--- src/rtl/isu_pkg.sv ---
package isu_pkg;

    localparam int XLEN    = 32;
    localparam int IMM_W   = 16;
    localparam int OPC_W   = 6;
    localparam int FN_W    = 6;
    localparam int OPC_LSB = 26;
    localparam int AMT_LSB = 6;

    localparam logic [OPC_W-1:0] OPC_SPECIAL = 6'h00;
    localparam logic [OPC_W-1:0] OPC_ADDI    = 6'h08;
    localparam logic [OPC_W-1:0] OPC_ANDI    = 6'h0C;
    localparam logic [OPC_W-1:0] OPC_ORI     = 6'h0D;
    localparam logic [OPC_W-1:0] OPC_LUI     = 6'h0F;

    localparam logic [FN_W-1:0] FN_SLL  = 6'h00;
    localparam logic [FN_W-1:0] FN_SRL  = 6'h02;
    localparam logic [FN_W-1:0] FN_SRA  = 6'h03;
    localparam logic [FN_W-1:0] FN_SLLV = 6'h04;
    localparam logic [FN_W-1:0] FN_SRLV = 6'h06;
    localparam logic [FN_W-1:0] FN_SRAV = 6'h07;

    typedef enum logic [2:0] {
        K_NONE,
        K_LUI,
        K_ADDI,
        K_ANDI,
        K_ORI,
        K_SLL,
        K_SRL,
        K_SRA
    } isu_kind_e;

    typedef enum logic [1:0] {
        DIR_LEFT,
        DIR_RLOG,
        DIR_RARI
    } isu_dir_e;

    typedef struct packed {
        isu_kind_e kind;
        logic      amt_from_reg;
        logic      valid;
    } isu_dec_t;

endpackage

--- src/rtl/isu_decode.sv ---
module isu_decode
    import isu_pkg::*;
#(
    parameter int W = XLEN
) (
    input  logic [W-1:0] instr,
    output isu_dec_t     dec
);

    logic [OPC_W-1:0] opc;
    logic [FN_W-1:0]  fn;
    isu_dec_t         dec_d;
    logic             unused_fields;

    assign opc           = instr[OPC_LSB +: OPC_W];
    assign fn            = instr[FN_W-1:0];
    assign unused_fields = ^instr[OPC_LSB-1:FN_W];

    always_comb begin
        dec_d = '{kind: K_NONE, amt_from_reg: 1'b0, valid: 1'b0};
        unique case (opc)
            OPC_LUI:  dec_d.kind = K_LUI;
            OPC_ADDI: dec_d.kind = K_ADDI;
            OPC_ANDI: dec_d.kind = K_ANDI;
            OPC_ORI:  dec_d.kind = K_ORI;
            OPC_SPECIAL: begin
                unique case (fn)
                    FN_SLL:  dec_d.kind = K_SLL;
                    FN_SRL:  dec_d.kind = K_SRL;
                    FN_SRA:  dec_d.kind = K_SRA;
                    FN_SLLV: begin
                        dec_d.kind         = K_SLL;
                        dec_d.amt_from_reg = 1'b1;
                    end
                    FN_SRLV: begin
                        dec_d.kind         = K_SRL;
                        dec_d.amt_from_reg = 1'b1;
                    end
                    FN_SRAV: begin
                        dec_d.kind         = K_SRA;
                        dec_d.amt_from_reg = 1'b1;
                    end
                    default: dec_d.kind = K_NONE;
                endcase
            end
            default: dec_d.kind = K_NONE;
        endcase
        dec_d.valid = (dec_d.kind != K_NONE);
    end

    assign dec = dec_d;

    // a register-sourced amount only arises under the shift opcode
    always_comb begin
        if (dec_d.amt_from_reg) begin
            a_r6_reg_amt_special: assert (opc == OPC_SPECIAL)
                else $error("register amount selected outside shift opcode");
        end
    end

endmodule

--- src/rtl/isu_imm_ext.sv ---
module isu_imm_ext
    import isu_pkg::*;
#(
    parameter int W  = XLEN,
    parameter int IW = IMM_W
) (
    input  logic [IW-1:0] imm,
    output logic [W-1:0]  zext,
    output logic [W-1:0]  sext,
    output logic [W-1:0]  upper
);

    localparam int PAD_W = W - IW;

    always_comb begin
        zext  = {{PAD_W{1'b0}}, imm};
        sext  = {{PAD_W{imm[IW-1]}}, imm};
        upper = {imm, {PAD_W{1'b0}}};
    end

endmodule

--- src/rtl/isu_shifter.sv ---
module isu_shifter
    import isu_pkg::*;
#(
    parameter int W    = XLEN,
    parameter int SH_W = $clog2(W)
) (
    input  logic [W-1:0]    data,
    input  logic [SH_W-1:0] amt,
    input  isu_dir_e        dir,
    output logic [W-1:0]    res
);

    logic [W-1:0] rev_in;
    logic [W-1:0] rev_out;
    logic [W-1:0] stg [SH_W+1];
    logic         fill;
    logic         go_left;

    assign go_left = (dir == DIR_LEFT);
    assign fill    = (dir == DIR_RARI) ? data[W-1] : 1'b0;

    for (genvar i = 0; i < W; i++) begin : g_rev
        assign rev_in[i]  = data[W-1-i];
        assign rev_out[i] = stg[SH_W][W-1-i];
    end

    assign stg[0] = go_left ? rev_in : data;

    // log-depth right shifter; left shifts run through bit reversal
    for (genvar k = 0; k < SH_W; k++) begin : g_stage
        localparam int S = 1 << k;
        assign stg[k+1] = amt[k] ? {{S{fill}}, stg[k][W-1:S]} : stg[k];
    end

    assign res = go_left ? rev_out : stg[SH_W];

    // vacated positions carry the fill value
    always_comb begin
        if (amt != '0) begin
            if (dir == DIR_LEFT) begin
                a_r7_left_zero_fill: assert (res[0] == 1'b0)
                    else $error("left shift did not clear bit 0");
            end
            if (dir == DIR_RLOG) begin
                a_r7_rlog_zero_fill: assert (res[W-1] == 1'b0)
                    else $error("logical right shift did not clear msb");
            end
        end
        if (dir == DIR_RARI) begin
            a_r7_rari_sign_fill: assert (res[W-1] == data[W-1])
                else $error("arithmetic right shift lost the sign");
        end
    end

endmodule

--- src/rtl/imm_shift_unit.sv ---
module imm_shift_unit
    import isu_pkg::*;
#(
    parameter int W  = XLEN,
    parameter int IW = IMM_W
) (
    input  logic [W-1:0] instr,
    input  logic [W-1:0] rs_val,
    input  logic [W-1:0] rt_val,
    output logic [W-1:0] result,
    output logic         valid
);

    localparam int SH_W = $clog2(W);

    typedef struct packed {
        logic [W-1:0] result;
        logic         valid;
    } isu_out_t;

    isu_dec_t        dec;
    logic [W-1:0]    zext;
    logic [W-1:0]    sext;
    logic [W-1:0]    upper;
    logic [W-1:0]    sh_res;
    logic [SH_W-1:0] sh_amt_d;
    isu_dir_e        sh_dir_d;
    isu_out_t        out_d;

    isu_decode #(.W(W)) u_decode (
        .instr (instr),
        .dec   (dec)
    );

    isu_imm_ext #(.W(W), .IW(IW)) u_imm_ext (
        .imm   (instr[IW-1:0]),
        .zext  (zext),
        .sext  (sext),
        .upper (upper)
    );

    always_comb begin
        sh_amt_d = dec.amt_from_reg ? rs_val[SH_W-1:0]
                                    : instr[AMT_LSB +: SH_W];
        unique case (dec.kind)
            K_SRL:   sh_dir_d = DIR_RLOG;
            K_SRA:   sh_dir_d = DIR_RARI;
            default: sh_dir_d = DIR_LEFT;
        endcase
    end

    isu_shifter #(.W(W), .SH_W(SH_W)) u_shifter (
        .data (rt_val),
        .amt  (sh_amt_d),
        .dir  (sh_dir_d),
        .res  (sh_res)
    );

    always_comb begin
        out_d.valid = dec.valid;
        unique case (dec.kind)
            K_LUI:                out_d.result = upper;
            K_ADDI:               out_d.result = rs_val + sext;
            K_ANDI:               out_d.result = rs_val & zext;
            K_ORI:                out_d.result = rs_val | zext;
            K_SLL, K_SRL, K_SRA:  out_d.result = sh_res;
            default:              out_d.result = '0;
        endcase
    end

    assign result = out_d.result;
    assign valid  = out_d.valid;

    // immediate placement seen at the result
    always_comb begin
        if (dec.kind == K_LUI) begin
            a_r1_lui_low_zero: assert (out_d.result[IW-1:0] == '0)
                else $error("upper-immediate load left low half non-zero");
        end
        if (dec.kind == K_ANDI) begin
            a_r2_andi_high_zero: assert (out_d.result[W-1:IW] == '0)
                else $error("and-immediate produced high bits");
        end
        if (dec.kind == K_ORI) begin
            a_r3_ori_keeps_src: assert ((out_d.result & rs_val) == rs_val)
                else $error("or-immediate dropped a source bit");
        end
    end

endmodule

--- config.mk ---
export PLATFORM = sky130hd
export DESIGN_NAME = imm_shift_unit
export DESIGN_NICKNAME = d
export VERILOG_FILES = /design/src/rtl/isu_pkg.sv /design/src/rtl/isu_decode.sv /design/src/rtl/isu_imm_ext.sv /design/src/rtl/isu_shifter.sv /design/src/rtl/imm_shift_unit.sv
export SDC_FILE = /design/constraint.sdc
export NUM_CORES = 1
export LEC_CHECK = 0
export ABC_AREA = 1
export BUFFER_PORTS_ARGS = -buffer_cell sky130_fd_sc_hd__buf_2
export CORE_ASPECT_RATIO = 0.7
export CORE_UTILIZATION = 30
export DETAILED_ROUTE_END_ITERATION = 6
export GPL_TIMING_DRIVEN = 0
export RECOVER_POWER = 25
export SLEW_MARGIN = 25
export SYNTH_ARGS = -nofsm -noshare
export SYNTH_HDL_FRONTEND = slang
export SYNTH_SLANG_ARGS = --single-unit
--- constraint.sdc ---
create_clock -name vclk -period 6.4
set_clock_uncertainty 0.05 [all_clocks]
set_input_delay 1.28 -clock vclk [all_inputs]
set_output_delay 1.28 -clock vclk [all_outputs]
set_load 0.05 [all_outputs]
==> results.txt <==
- Cells resized by post-CTS repair: 0
- The library cell used most frequently in the layout, excluding fill and tap cells, is nand2_1.
- Worst path bufs/invs: 6
- Switching component of the power: 0.340 mW
* Number of buffers inserted for hold repair after clock tree synthesis: 0
- Critical path endpoint category: output pin
- Final routed wirelength across all metal layers: 27.8 mm
* Layout filler cell count: 2329
- The die is 121 um tall.
* Number of nets in the finished design: 1512
- Syn. warnings: 0
- Of the cells placed in the final design, the portion with a size suffix greater than 1 is 14.1%.
- Data on the critical path arrives at its endpoint at 4.70 ns.
* Seq cells: 0
- The finished layout holds 1636 standard cells, fillers aside.
- In this run the power density over the cells is 70.3 nW/um^2.
* Kind of cell adding the most delay to the critical path: buffers and inverters
- Using the TritonRoute via totals, the vias-per-cell ratio works out to 5.43.
- The clock network is responsible for 0% of the overall power.
- Unique masters post-synth: 42
- In the final routed layout, each cell accounts on average for 17.0 um.
- Net switching is 69.1% of the power.
* Total negative slack for setup checks: 0 ns
- In this run the static leakage power is 4.00 nW.
- Final Wtd Congestion: 1.02
- Antenna viol nets, final: 0
- Period Utilization, post-route: 94.2%
- Layout Area Growth over Synthesis: 15.2%
* Net count after synthesis: 1391
- In the routed design, unresolved DRC markers number 0.
- By startpoint and endpoint, the worst setup path is classified as in2out.
* Netlist Area Pre-Place: 6080 sq um
* Cell-internal power: 0.152 mW
- After detailed placement, the design holds a cell count of 1636.
- Worst setup SP type: input port
- Number of buffer cells added on primary ports: 119
- Total Die Area: 20800 sq um
* Critical-path cell list: buf_2, nor2_4, nand2_2, o21ai_0, inv_1, nor2_1, buf_4, buf_4, nand3_1, o221ai_1, inv_1, nand2_1, buf_2
* Proportion of power drawn by flip-flops and latches: 0%
- Global routing consumed, over all layers together, 26.7% of the routing resources.
* Commonest cells after routing, fill and taps aside: nand2_1 (398), nand3_1 (290), inv_1 (197)
- Largest stage delay on the critical path: 0.96 ns
- Cell with the largest stage delay on the worst path: o21ai_0
- After technology mapping, the gate count stands at 1247.
- Buffers inserted by post-CTS timing repair: 0
- Post-DP HPWL: 23.8 mm
- After global routing the overflow that remains totals 0.
* Avg Cell Area, Syn: 4.87 sq um
- For the pin with the worst max-slew slack, the measured transition is 1.23 ns.
- Maximum number of pins on one net before global-route repair: 19
* Number of hold violations in the final report: 0
- First DRT Iteration DRCs: 1026
- Worst slew slack as a fraction of its limit: 16.9%
- I/O Pins: 129
- Setup repair after global routing left no endpoint under its margin.
- Required time of the critical path: 5.07 ns
- Number of slew-limit violations in the final report: 0
* Initial core utilization: 30.7%
- The routed layout has 8876 vias.
- VDD IR-drop max: 0.0307 mV
- Wire length of the first global-routing pass: 42.9 mm
- Tmin final: 6.03 ns
* Share of total power in combinational logic: 100.0%
- Layout clock buffer count: 0
- Count of maximum capacitance violations: 0
- The initialized floorplan defines 43 standard-cell rows.
- Final count of negative-setup-slack endpoints: 0
* Number of global-route vias before repair: 7754
- Number of antenna violations at the first check in global routing: 1
* Area taken by flip-flops and latches: 0 sq um
* Share of the yosys chip area belonging to registers: 0%
* DR pass1 iterations: 6
- Core region area: 19800 sq um
- In this run the worst hold path is classified as in2out.
- In this run the horizontal extent of the chip is 172 um.
* Post-Route Hold Slack: 3.06 ns
* Peak Freq: 166 MHz
* Antenna cell count: 0
- Largest fanout on the critical path: 10
- Outcome: completed
## synthesized netlist by cell type, types with 2 or more instances
cell type	instances	area, sq um
clkbuf_1	11	41.3
nand2_2	7	43.8
buf_2	26	130
ha_1	47	588
a21oi_2	2	17.5
o21ai_1	7	35.0
a31oi_1	4	25.0
a21o_1	2	15.0
a21boi_0	2	15.0
o22ai_1	2	12.5
nor2_1	54	203
nand3_1	290	1450
nand2_1	398	1490
inv_1	196	736
nor2_4	6	67.6
nor3_1	4	20.0
o211ai_1	11	82.6
buf_4	8	60.1
nand3b_1	3	22.5
o221ai_1	11	96.3
o21ai_0	61	305
a21oi_1	47	235
o21ai_2	4	35.0
a211oi_1	2	15.0
nand4_1	7	43.8
buf_6	3	33.8
o21bai_1	3	22.5
or2_2	7	43.8
inv_2	7	26.3
nand3_4	2	35.0
o221a_2	2	22.5
## metal layers
| metal | share of wire, % | routed length, um | global-route usage [%] |
|---|---|---|---|
| met3 | 14 | 3950 | 6.10 |
| met2 | 36 | 9920 | 35.0 |
| met5 | 0 | 0 | 0 |
| met4 | 0.85 | 236 | 2.54 |
| met1 | 49 | 13700 | 43.3 |
## cells by family (layout without fill, tap and decap cells)
kind of cell | Yosys count | in the layout | synth area share (%)
AOI/OAI and AO/OA | 163 | 163 | 15.8
and+or+nand+nor | 783 | 783 | 57.1
xor gates and xnor gates | 1 | 1 | 0.144
adders and majority gates | 48 | 48 | 10.0
buffers and inverters | 252 | 371 | 17.0
## path summary, 6_finish.rpt
kind	from	endpoint	cells past startpoint
setup / recovery	instr[31]	result[5]	13
hold / removal	rs_val[30]	result[30]	6
## power by group through the flow
stage	Sequential, mW	Clock (mW)	Combinational, mW
2_1_floorplan	0	0	0.324
3_3_place_gp	0	0	0.471
3_5_place_dp	0	0	0.472
4_1_cts	0	0	0.474
5_1_grt	0	0	0.543
6_report	0	0	0.492
## layout make-up
type                       instances  area [sq um]  area share (%)
multi-input combinational        995          5040            72.0
tap                              270           338            4.82
timing repair buffer             119           591            8.43
buffer                            49           269            3.84
inverter                         203           762            10.9
## through the flow
stage	cell area [sq um]	total power [mW]	utilization, %	worst slack, ns
2_1_floorplan	6080	0.324	-	1.57
4_1_cts	7010	0.474	35.4	0.672
3_5_place_dp	7010	0.472	35.4	0.677
6_report	7000	0.492	35.4	0.372
5_1_grt	7000	0.543	35.4	0.129
3_3_place_gp	7010	0.471	35.4	0.649
Note: power is estimated with default switching activity, not from simulation.
